## src/rtl/hcc_pkg.sv

```systemverilog
package hcc_pkg;
  typedef enum logic {
    DRV_LO = 1'b0,
    DRV_HI = 1'b1
  } drive_e;

  localparam int unsigned NUM_LEGS = 3;
endpackage

```

## src/rtl/hcc_leg.sv

```systemverilog
module hcc_leg
  import hcc_pkg::*;
#(
  parameter int unsigned CUR_W  = 12,
  parameter int unsigned DT_CYC = 3
) (
  input  logic                    clk_i,
  input  logic                    rst_ni,
  input  logic signed [CUR_W-1:0] ref_i,
  input  logic signed [CUR_W+1:0] act_i,
  input  logic        [CUR_W-1:0] band_i,
  input  logic                    kill_i,
  output logic                    hi_o,
  output logic                    lo_o
);
  localparam int unsigned ACT_W = CUR_W + 2;
  localparam int unsigned ERR_W = ACT_W + 1;
  localparam int unsigned CNT_W = $clog2(DT_CYC + 1);

  logic signed [ERR_W-1:0] err, half;
  drive_e                  dir_q, want;
  logic        [CNT_W-1:0] cnt_q;

  assign err  = {{(ERR_W-CUR_W){ref_i[CUR_W-1]}}, ref_i} - {act_i[ACT_W-1], act_i};
  assign half = {{(ERR_W-CUR_W){1'b0}}, band_i >> 1};

  always_comb begin
    if (err > half)       want = DRV_HI;
    else if (err < -half) want = DRV_LO;
    else                  want = dir_q;
  end

  always_ff @(posedge clk_i or negedge rst_ni) begin
    if (!rst_ni) begin
      dir_q <= DRV_LO;
      cnt_q <= CNT_W'(DT_CYC);
    end else if (want != dir_q) begin
      dir_q <= want;
      cnt_q <= CNT_W'(DT_CYC);
    end else if (cnt_q != '0) begin
      cnt_q <= cnt_q - CNT_W'(1);
    end
  end

  assign hi_o = !kill_i && (cnt_q == '0) && (dir_q == DRV_HI);
  assign lo_o = !kill_i && (cnt_q == '0) && (dir_q == DRV_LO);

  AST_NO_OVERLAP: assert property (@(posedge clk_i) disable iff (!rst_ni)
    !(hi_o && lo_o));
  AST_HI_GAP: assert property (@(posedge clk_i) disable iff (!rst_ni)
    $rose(hi_o) |-> !$past(lo_o));
  AST_LO_GAP: assert property (@(posedge clk_i) disable iff (!rst_ni)
    $rose(lo_o) |-> !$past(hi_o));
  AST_RAISE: assert property (@(posedge clk_i) disable iff (!rst_ni)
    (err > half) |=> (dir_q == DRV_HI));
  AST_LOWER: assert property (@(posedge clk_i) disable iff (!rst_ni)
    (err < -half) |=> (dir_q == DRV_LO));
  AST_HOLD: assert property (@(posedge clk_i) disable iff (!rst_ni)
    (err <= half && err >= -half) |=> $stable(dir_q));
endmodule

```

## src/rtl/hcc_trip.sv

```systemverilog
module hcc_trip
  import hcc_pkg::*;
#(
  parameter int unsigned CUR_W = 12
) (
  input  logic signed [CUR_W+1:0] cur_i [NUM_LEGS],
  input  logic        [CUR_W:0]   trip_i,
  output logic                    over_o
);
  localparam int unsigned ACT_W = CUR_W + 2;

  logic [ACT_W-1:0]    mag [NUM_LEGS];
  logic [NUM_LEGS-1:0] hit;

  for (genvar g = 0; g < NUM_LEGS; g++) begin : g_mag
    assign mag[g] = cur_i[g][ACT_W-1] ? ACT_W'(-cur_i[g]) : ACT_W'(cur_i[g]);
    assign hit[g] = mag[g] > {1'b0, trip_i};
  end

  assign over_o = |hit;
endmodule

```

## src/rtl/hcc_pwm.sv

```systemverilog
module hcc_pwm
  import hcc_pkg::*;
#(
  parameter int unsigned CUR_W  = 12,
  parameter int unsigned DT_CYC = 3
) (
  input  logic                    clk_i,
  input  logic                    rst_ni,
  input  logic signed [CUR_W-1:0] ref_a_i,
  input  logic signed [CUR_W-1:0] ref_b_i,
  input  logic signed [CUR_W-1:0] ref_c_i,
  input  logic signed [CUR_W-1:0] meas_a_i,
  input  logic signed [CUR_W-1:0] meas_b_i,
  input  logic        [CUR_W-1:0] band_i,
  input  logic        [CUR_W:0]   trip_i,
  output logic        [2:0]       gate_hi_o,
  output logic        [2:0]       gate_lo_o,
  output logic                    fault_o
);
  localparam int unsigned ACT_W = CUR_W + 2;

  logic signed [ACT_W-1:0] act [NUM_LEGS];
  logic signed [CUR_W-1:0] refs [NUM_LEGS];
  logic                    over, fault_q;

  // Two extra bits keep -(a+b) exact at both inputs = most negative code
  assign act[0]  = ACT_W'(meas_a_i);
  assign act[1]  = ACT_W'(meas_b_i);
  assign act[2]  = -(act[0] + act[1]);
  assign refs[0] = ref_a_i;
  assign refs[1] = ref_b_i;
  assign refs[2] = ref_c_i;

  for (genvar g = 0; g < NUM_LEGS; g++) begin : g_leg
    hcc_leg #(.CUR_W(CUR_W), .DT_CYC(DT_CYC)) i_leg (
      .clk_i  (clk_i),
      .rst_ni (rst_ni),
      .ref_i  (refs[g]),
      .act_i  (act[g]),
      .band_i (band_i),
      .kill_i (fault_q),
      .hi_o   (gate_hi_o[g]),
      .lo_o   (gate_lo_o[g])
    );
  end

  hcc_trip #(.CUR_W(CUR_W)) i_trip (
    .cur_i  (act),
    .trip_i (trip_i),
    .over_o (over)
  );

  always_ff @(posedge clk_i or negedge rst_ni) begin
    if (!rst_ni)   fault_q <= 1'b0;
    else if (over) fault_q <= 1'b1;
  end

  assign fault_o = fault_q;

  AST_TRIP: assert property (@(posedge clk_i) disable iff (!rst_ni)
    over |=> fault_o);
  AST_FAULT_GATES: assert property (@(posedge clk_i) disable iff (!rst_ni)
    fault_o |-> (gate_hi_o == 3'b000 && gate_lo_o == 3'b000));
  AST_FAULT_STICKY: assert property (@(posedge clk_i) disable iff (!rst_ni)
    fault_o |=> fault_o);
endmodule

```

## config.mk

```make
export PLATFORM = sky130hd
export DESIGN_NAME = hcc_pwm
export DESIGN_NICKNAME = d
export VERILOG_FILES = /design/src/rtl/hcc_pkg.sv /design/src/rtl/hcc_leg.sv /design/src/rtl/hcc_trip.sv /design/src/rtl/hcc_pwm.sv
export SDC_FILE = /design/constraint.sdc
export NUM_CORES = 1
export LEC_CHECK = 0
export CAP_MARGIN = 20
export CELL_PAD_IN_SITES_DETAIL_PLACEMENT = 0
export CELL_PAD_IN_SITES_GLOBAL_PLACEMENT = 1
export CORE_ASPECT_RATIO = 0.75
export CORE_UTILIZATION = 39
export CTS_CLUSTER_DIAMETER = 30
export CTS_CLUSTER_SIZE = 8
export DETAILED_ROUTE_END_ITERATION = 7
export PLACE_DENSITY = 0.77
export SYNTH_ARGS = -nofsm -noshare
export SYNTH_HDL_FRONTEND = slang
export SYNTH_HIERARCHICAL = 1
export SYNTH_SLANG_ARGS = --single-unit
```

## constraint.sdc

```tcl
create_clock -name clk_i -period 1.9 [get_ports clk_i]
set_clock_uncertainty 0.2 [all_clocks]
set_input_delay 0.38 -clock clk_i [delete_from_list [all_inputs] [get_ports clk_i]]
set_output_delay 0.38 -clock clk_i [all_outputs]
set_load 0.05 [all_outputs]
```

==> flow_summary.json, run 1 <==
{
  "outcome": "finished, violations left",
  "violations": "negative setup slack",
  "timing.final.crit_share": 2.53,
  "async_flop_share": 1.00,
  "synthCells": 993,
  "start_util": 0.402,
  "synth_common_cells": "ha_1, inv_1, xnor2_1, a21oi_1, nand2_1",
  "grt_max_degree": 22,
  "crit_family": "simple AND/OR/NAND/NOR gates",
  "layout_min_cycle_time_ns": 4.81,
  "pwr-share-clk": 0.056,
  "drv_slew": 0,
  "critical_path.cell_chain": "clkdlybuf4s15_1, inv_2, ha_1, ha_1, and3_2, a221oi_4, o21ai_4, or4_4, nand3_2, inv_2, ha_4, nor2b_4, o21a_1, a311oi_2, xor2_1, inv_1, ha_4, o211ai_1, or4_4, a41oi_2, o221ai_1",
  "port_buffers": 92,
  "synth_compound_area_frac": 0.235,
  "grt.total_usage": 0.263,
  "synth.avg_cell_area_um2": 7.54,
  "final.fill_count": 1500,
  "cts_buffer_depth": 2,
  "synth_edf_count": 0,
  "leakagePower_uw": 0.00608,
  "power_frac_seq": 0.055,
  "cts_tree": "yes",
  "fin_ws_ns": -2.91,
  "start_kind": "input port",
  "critPathBufInv": 4,
  "worstSetupPathDepth": 21,
  "crit_slowest_cell": "or4_4",
  "synth_seq_cells": 10,
  "avgViaCountPerCell": 5.21,
  "syn_to_final_growth_pct": 70.4,
  "ff2ff_path_depth": 6,
  "antenna_found_initial": 1,
  "gp_congestion": 0.893,
  "cts_inserted_buffers": 3,
  "combPwrFrac": 0.889,
  "ant_nets": 0,
  "dp_hpwl_um": 21800,
  "swShare": 0.446,
  "arrival_ns": 4.77,
  "synth_cell_types": 79,
  "synth_area_leaders": "ha_1, xnor2_1, inv_1, a21oi_1, xor2_1",
  "cts_num_sinks": 10,
  "maxCapViolCount": 0,
  "seqCellArea_um2": 259,
  "clkTransAtPathRegs_ns": 0.05,
  "p_per_area_nw_per_um2": 620,
  "synthMuxAreaShare": 0,
  "synth_warnings": 6,
  "io_pins": 94,
  "synth_top_area_cell": "ha_1",
  "p_sw_uw": 3520,
  "dieArea_um2": 19800,
  "worstPathMaxFanout": 4,
  "cts_root_buffer": "clkbuf_16",
  "finalHoldViolCount": 0,
  "required_ns": 1.86,
  "synth_top_family_by_area": "adder cells",
  "dr.first_iter.drc_count": 432,
  "fp.dieH_um": 122,
  "worstSetupEndpointType": "flip-flop",
  "overflow": 0,
  "hp-class": "input port to asynchronous set/reset pin",
  "via_count": 8804,
  "h-tree-depth": 1,
  "critPathMaxStageDelay_ns": 0.49,
  "setup_tns_ns": -22.07,
  "relSlewSlack": 0.711,
  "rows": 43,
  "synth-main-ff-cell": "dfstp_2",
  "synth_fa_ha_area_frac": 0.308,
  "drt_wl_total_um": 26400,
  "layout.nets": 1707,
  "synth_area_um2": 7480,
  "synth-seq-area-share": 0.0344,
  "yosys.area_share.simple": 0.207,
  "final_util": 0.685,
  "fmax_ghz": 0.208,
  "syn-num-nets": 1258,
  "drcViolationCount": 0,
  "rsz0062_at_grt": "true",
  "synth_xor_area_frac": 0.131,
  "crit_type": "input port to flip-flop",
  "drive_gt1_frac": 0.421,
  "dp_slack_ns": -3.74,
  "yosysMostFrequentCell": "ha_1",
  "die_x_um": 162,
  "yosysTopAreaCellShare": 0.291,
  "worstMarginPinSlew_ns": 0.430,
  "drt-wirelength-per-cell_um": 15.7,
  "multi_input_area_um2": 7740,
  "post_dp_cell_area_um2": 11200,
  "grt_pass1_wl_um": 41300,
  "final_area_um2": 12800,
  "intPower_uw": 4380,
  "firstDrtPassIters": 4,
  "core_um2": 18600,
  "grt_pass1_vias": 8375,
  "peakVddDrop_mv": 0.532,
  "clk_latency_ns": 0.24,
  "ctsHoldBuffers": 0,
  "setup_violations": 11
}
[registers in the layout, summed over array words and instances (netlist names)]
name               cells
g_leg.i_leg/cnt_q      6
g_leg.i_leg/dir_q      3
fault_o                1
[cell usage in the layout, fill, tap and decap left out, drive strengths merged, types with 15 or more instances in the layout]
cell,n
nor3,28
nor2,45
nand2b,15
o21ai,42
buf,376
nand3,29
clkdlybuf4s50,48
dlygate4sd2,17
a21o,17
o211ai,16
o31ai,18
a21oi,72
ha,174
xor2,30
nor2b,16
nand2,65
inv,153
xnor2,82
[power groups by stage]
stage          logic (uW)  clock network, uW  registers (uW)
3_5_place_dp         5810                  0             419
4_1_cts              6560                442             427
5_1_grt              7720                453             446
3_3_place_gp         5720                  0             414
6_report             7030                440             436
2_1_floorplan        3580                  0             396
[repair_timing]
item,4_1_cts,5_1_grt
setup buffers,42,11
pin swaps,109,67
gates cloned,1,0
hold endpoints to repair,0,0
resized for setup,219,55
setup endpoints to repair,16,16
[worst register-to-register path, delay by kind of cell, from the launching register on]
family                   cells  cell delay (ns)
XOR/XNOR                     1             0.12
adder cells (fa/ha/maj)      1             0.17
AO/OA/AOI/OAI                1             0.08
flip-flops                   1             0.54
buffers and inverters        3             0.30
[metal layers]
metal	track usage	share of wire
met1	0.386	0.50
met2	0.411	0.43
met3	0.0208	0.049
met4	0.0654	0.023
met5	0	0
[stage by stage]
step / hold WS, ns / cells / power, uW
finish: 0.241 / 1689 / 7910
global route: 0.246 / 1689 / 8620
CTS: 0.242 / 1678 / 7430
detailed placement: 0.315 / 1632 / 6230
global placement: 0.313 / 1632 / 6140
floorplan: -0.116 / 993 / 3970
[cell families (layout without fill, tap and decap cells)]
family                     after synthesis  after routing
buffers and inverters                  160            608
AOI/OAI and AO/OA                      246            246
DFF                                     10             10
and+or+nand+nor                        282            282
other                                    0              1
xor gates and xnor gates               112            112
adders and majority gates              183            183
[path summary, 6_finish.rpt]
check | start | end | slack, ns
hold reg to reg | g_leg[1].i_leg/cnt_q[1]$_DFFE_PN1P_ | g_leg[1].i_leg/cnt_q[1]$_DFFE_PN1P_ | 0.33
setup reg to reg | g_leg[2].i_leg/cnt_q[0]$_DFFE_PN1P_ | g_leg[2].i_leg/cnt_q[0]$_DFFE_PN1P_ | 0.42
hold / removal | rst_ni | fault_o$_DFFE_PN0P_ | 0.24
setup / recovery | meas_a_i[6] | g_leg[2].i_leg/cnt_q[1]$_DFFE_PN1P_ | -2.91
min in group clk_i | g_leg[1].i_leg/cnt_q[1]$_DFFE_PN1P_ | g_leg[1].i_leg/cnt_q[1]$_DFFE_PN1P_ | 0.33
max in group asynchronous | rst_ni | g_leg[0].i_leg/cnt_q[0]$_DFFE_PN1P_ | 1.02
[area by class of cell]
type,count,share of cell area
multi-input cells,823,0.607
repair buffers,451,0.294
inverters,153,0.0476
well taps,247,0.0242
flip-flops and latches,10,0.0203
clock buffers,4,0.00697
diodes,1,0.000196
No activity file was read; power rests on OpenSTA's default activity.
==> run 2: changes to the inputs <==
- CAP_MARGIN: 20 -> default
- clock period: 1.9 -> 5.8 ns (I/O delays scaled with it)
==> flow_summary.json, run 2 (synthesis gave the netlist of run 1 again) <==
{
  "outcome": "complete, no violations",
  "pwr-share-clk": 0.062,
  "crit_slowest_cell": "xor2_1",
  "worstPathMaxFanout": 5,
  "critical_path.cell_chain": "clkbuf_2, inv_1, ha_4, ha_4, buf_4, nand3_1, nor2_2, o211ai_1, a311oi_1, xor2_1, inv_1, ha_4, buf_4, and3_1, a311oi_2, xor2_1, inv_1, ha_1, o211ai_1, or4_1, a41oi_2, o221ai_1",
  "rows": 43,
  "gp_congestion": 0.930,
  "grt_pass1_vias": 7244,
  "peakVddDrop_mv": 0.209,
  "io_pins": 94,
  "drive_gt1_frac": 0.228,
  "fp.dieH_um": 122,
  "combPwrFrac": 0.877,
  "p_per_area_nw_per_um2": 216,
  "clkTransAtPathRegs_ns": 0.04,
  "start_util": 0.402,
  "power_frac_seq": 0.061,
  "port_buffers": 92,
  "start_kind": "input port",
  "syn_to_final_growth_pct": 36.6,
  "rr_startpoint": "g_leg[1].i_leg/cnt_q[0]$_DFFE_PN1P_",
  "final_area_um2": 10200,
  "p_sw_uw": 1020,
  "grt.total_usage": 0.233,
  "required_ns": 5.75,
  "worstSetupEndpointType": "flip-flop",
  "startpoint": "meas_a_i[3]",
  "die_x_um": 162,
  "ant_nets": 0,
  "dp_hpwl_um": 19800,
  "fin_ws_ns": 0.0860,
  "dr.first_iter.drc_count": 443,
  "clk_latency_ns": 0.24,
  "worstSetupPathDepth": 22,
  "grt_pass1_wl_um": 36800,
  "via_count": 7751,
  "antenna_found_initial": 1,
  "hp-class": "flip-flop to flip-flop",
  "cts_root_buffer": "clkbuf_16",
  "leakagePower_uw": 0.00482,
  "core_um2": 18600,
  "regMostFlops": "g_leg.i_leg/cnt_q",
  "intPower_uw": 1180,
  "final_cell_mix": "ha_1, inv_1, buf_4",
  "timing.final.crit_share": 0.985,
  "min_to": "g_leg[1].i_leg/cnt_q[1]$_DFFE_PN1P_",
  "hold_path_startpoint": "g_leg[1].i_leg/cnt_q[1]$_DFFE_PN1P_",
  "final.fill_count": 1780,
  "final_util": 0.549,
  "avgViaCountPerCell": 5.31,
  "cts_inserted_buffers": 3,
  "drv_slew": 0,
  "critical_path.reg2reg.endpoint": "g_leg[1].i_leg/cnt_q[0]$_DFFE_PN1P_",
  "grt_max_degree": 24,
  "r2r_setup_slack_ns": 4.43,
  "cts_buffer_depth": 2,
  "post_dp_cell_area_um2": 9560,
  "drt_wl_total_um": 23400,
  "layout_commonest_cell": "ha_1",
  "arrival_ns": 5.66,
  "swShare": 0.464,
  "fmax_ghz": 0.175,
  "setup_violations": 0,
  "firstDrtPassIters": 5,
  "crit_family": "compound AO/OA/AOI/OAI gates",
  "layout.nets": 1480,
  "ctsHoldBuffers": 0,
  "drcViolationCount": 0,
  "ff2ff_path_depth": 4,
  "cts_num_sinks": 10,
  "critPathMaxStageDelay_ns": 0.43,
  "critPathBufInv": 6,
  "whs_path_depth": 2,
  "maxCapViolCount": 0,
  "finalHoldViolCount": 0,
  "cts_tree": "yes",
  "dp_slack_ns": -0.809,
  "rsz0062_at_grt": "true",
  "power_uw": 2210,
  "h-tree-depth": 1,
  "worstMarginPinSlew_ns": 0.726,
  "layout_min_cycle_time_ns": 5.71,
  "largest_register_ffs": 6,
  "n_antenna_cell": 0,
  "crit_type": "input port to flip-flop",
  "relSlewSlack": 0.511,
  "drt-wirelength-per-cell_um": 16.0,
  "dieArea_um2": 19800,
  "overflow": 0
}
## run 2: worst max path at each step
stage | endpoint | slack (ns)
CTS | fault_o$_DFFE_PN0P_ | 0.002
detailed placement | g_leg[2].i_leg/cnt_q[1]$_DFFE_PN1P_ | -0.81
global route | g_leg[2].i_leg/cnt_q[1]$_DFFE_PN1P_ | -0.07
global placement | fault_o$_DFFE_PN0P_ | -0.79
floorplan | fault_o$_DFFE_PN0P_ | 0.03
finish | g_leg[2].i_leg/cnt_q[1]$_DFFE_PN1P_ | 0.09
## run 2: per-stage QoR
stage / instances / TNS [ns] / hold slack (ns)
after floorplan: 993 / 0 / 0.296
after global placement: 1444 / -2.97 / 0.310
after detailed placement: 1444 / -3.14 / 0.314
after CTS: 1454 / 0 / 0.320
after global routing: 1461 / -0.134 / 0.335
final: 1461 / 0 / 0.315
## run 2: worst register-to-register path, cell delays in order, from the launching register on
cell and delay (ns):
dfstp_2 0.54, inv_1 0.04, ha_1 0.25, xor2_1 0.18
o21ai_1 0.08
## run 2: final cells by class
type / count / area [um2] / area share
tap: 247 / 309 / 0.0302
sequential: 10 / 258 / 0.0252
clock buffer: 4 / 88.8 / 0.00869
multi-input combinational: 823 / 7110 / 0.696
inverter: 153 / 574 / 0.0562
timing repair buffer: 224 / 1880 / 0.184
## run 2: power by group through the flow
stage / sequential, uW / clock [uW] / combinational [uW]
after floorplan: 130 / 0 / 1120
after global placement: 133 / 0 / 1700
after detailed placement: 134 / 0 / 1720
after CTS: 134 / 138 / 1810
after global routing: 138 / 142 / 2150
final: 134 / 137 / 1930
## run 2: routing by layer
layer	global-route usage	up-vias	wire [um]
li1	-	4048	-
met1	0.356	3505	12400
met2	0.345	168	9480
met3	0.0174	30	957
met4	0.0637	0	532
met5	0	-	0
## run 2: what timing repair did
item	in CTS	in global routing
pin swaps	27	37
buffers inserted	6	8
resized for setup	52	75
endpoints found under the setup margin	4	4
==> run 3: changes to the inputs <==
- CTS_CLUSTER_DIAMETER: 30 -> 200
==> results of run 3 <==
Same layout as run 2: the final DEF is identical, and so are final timing and power.
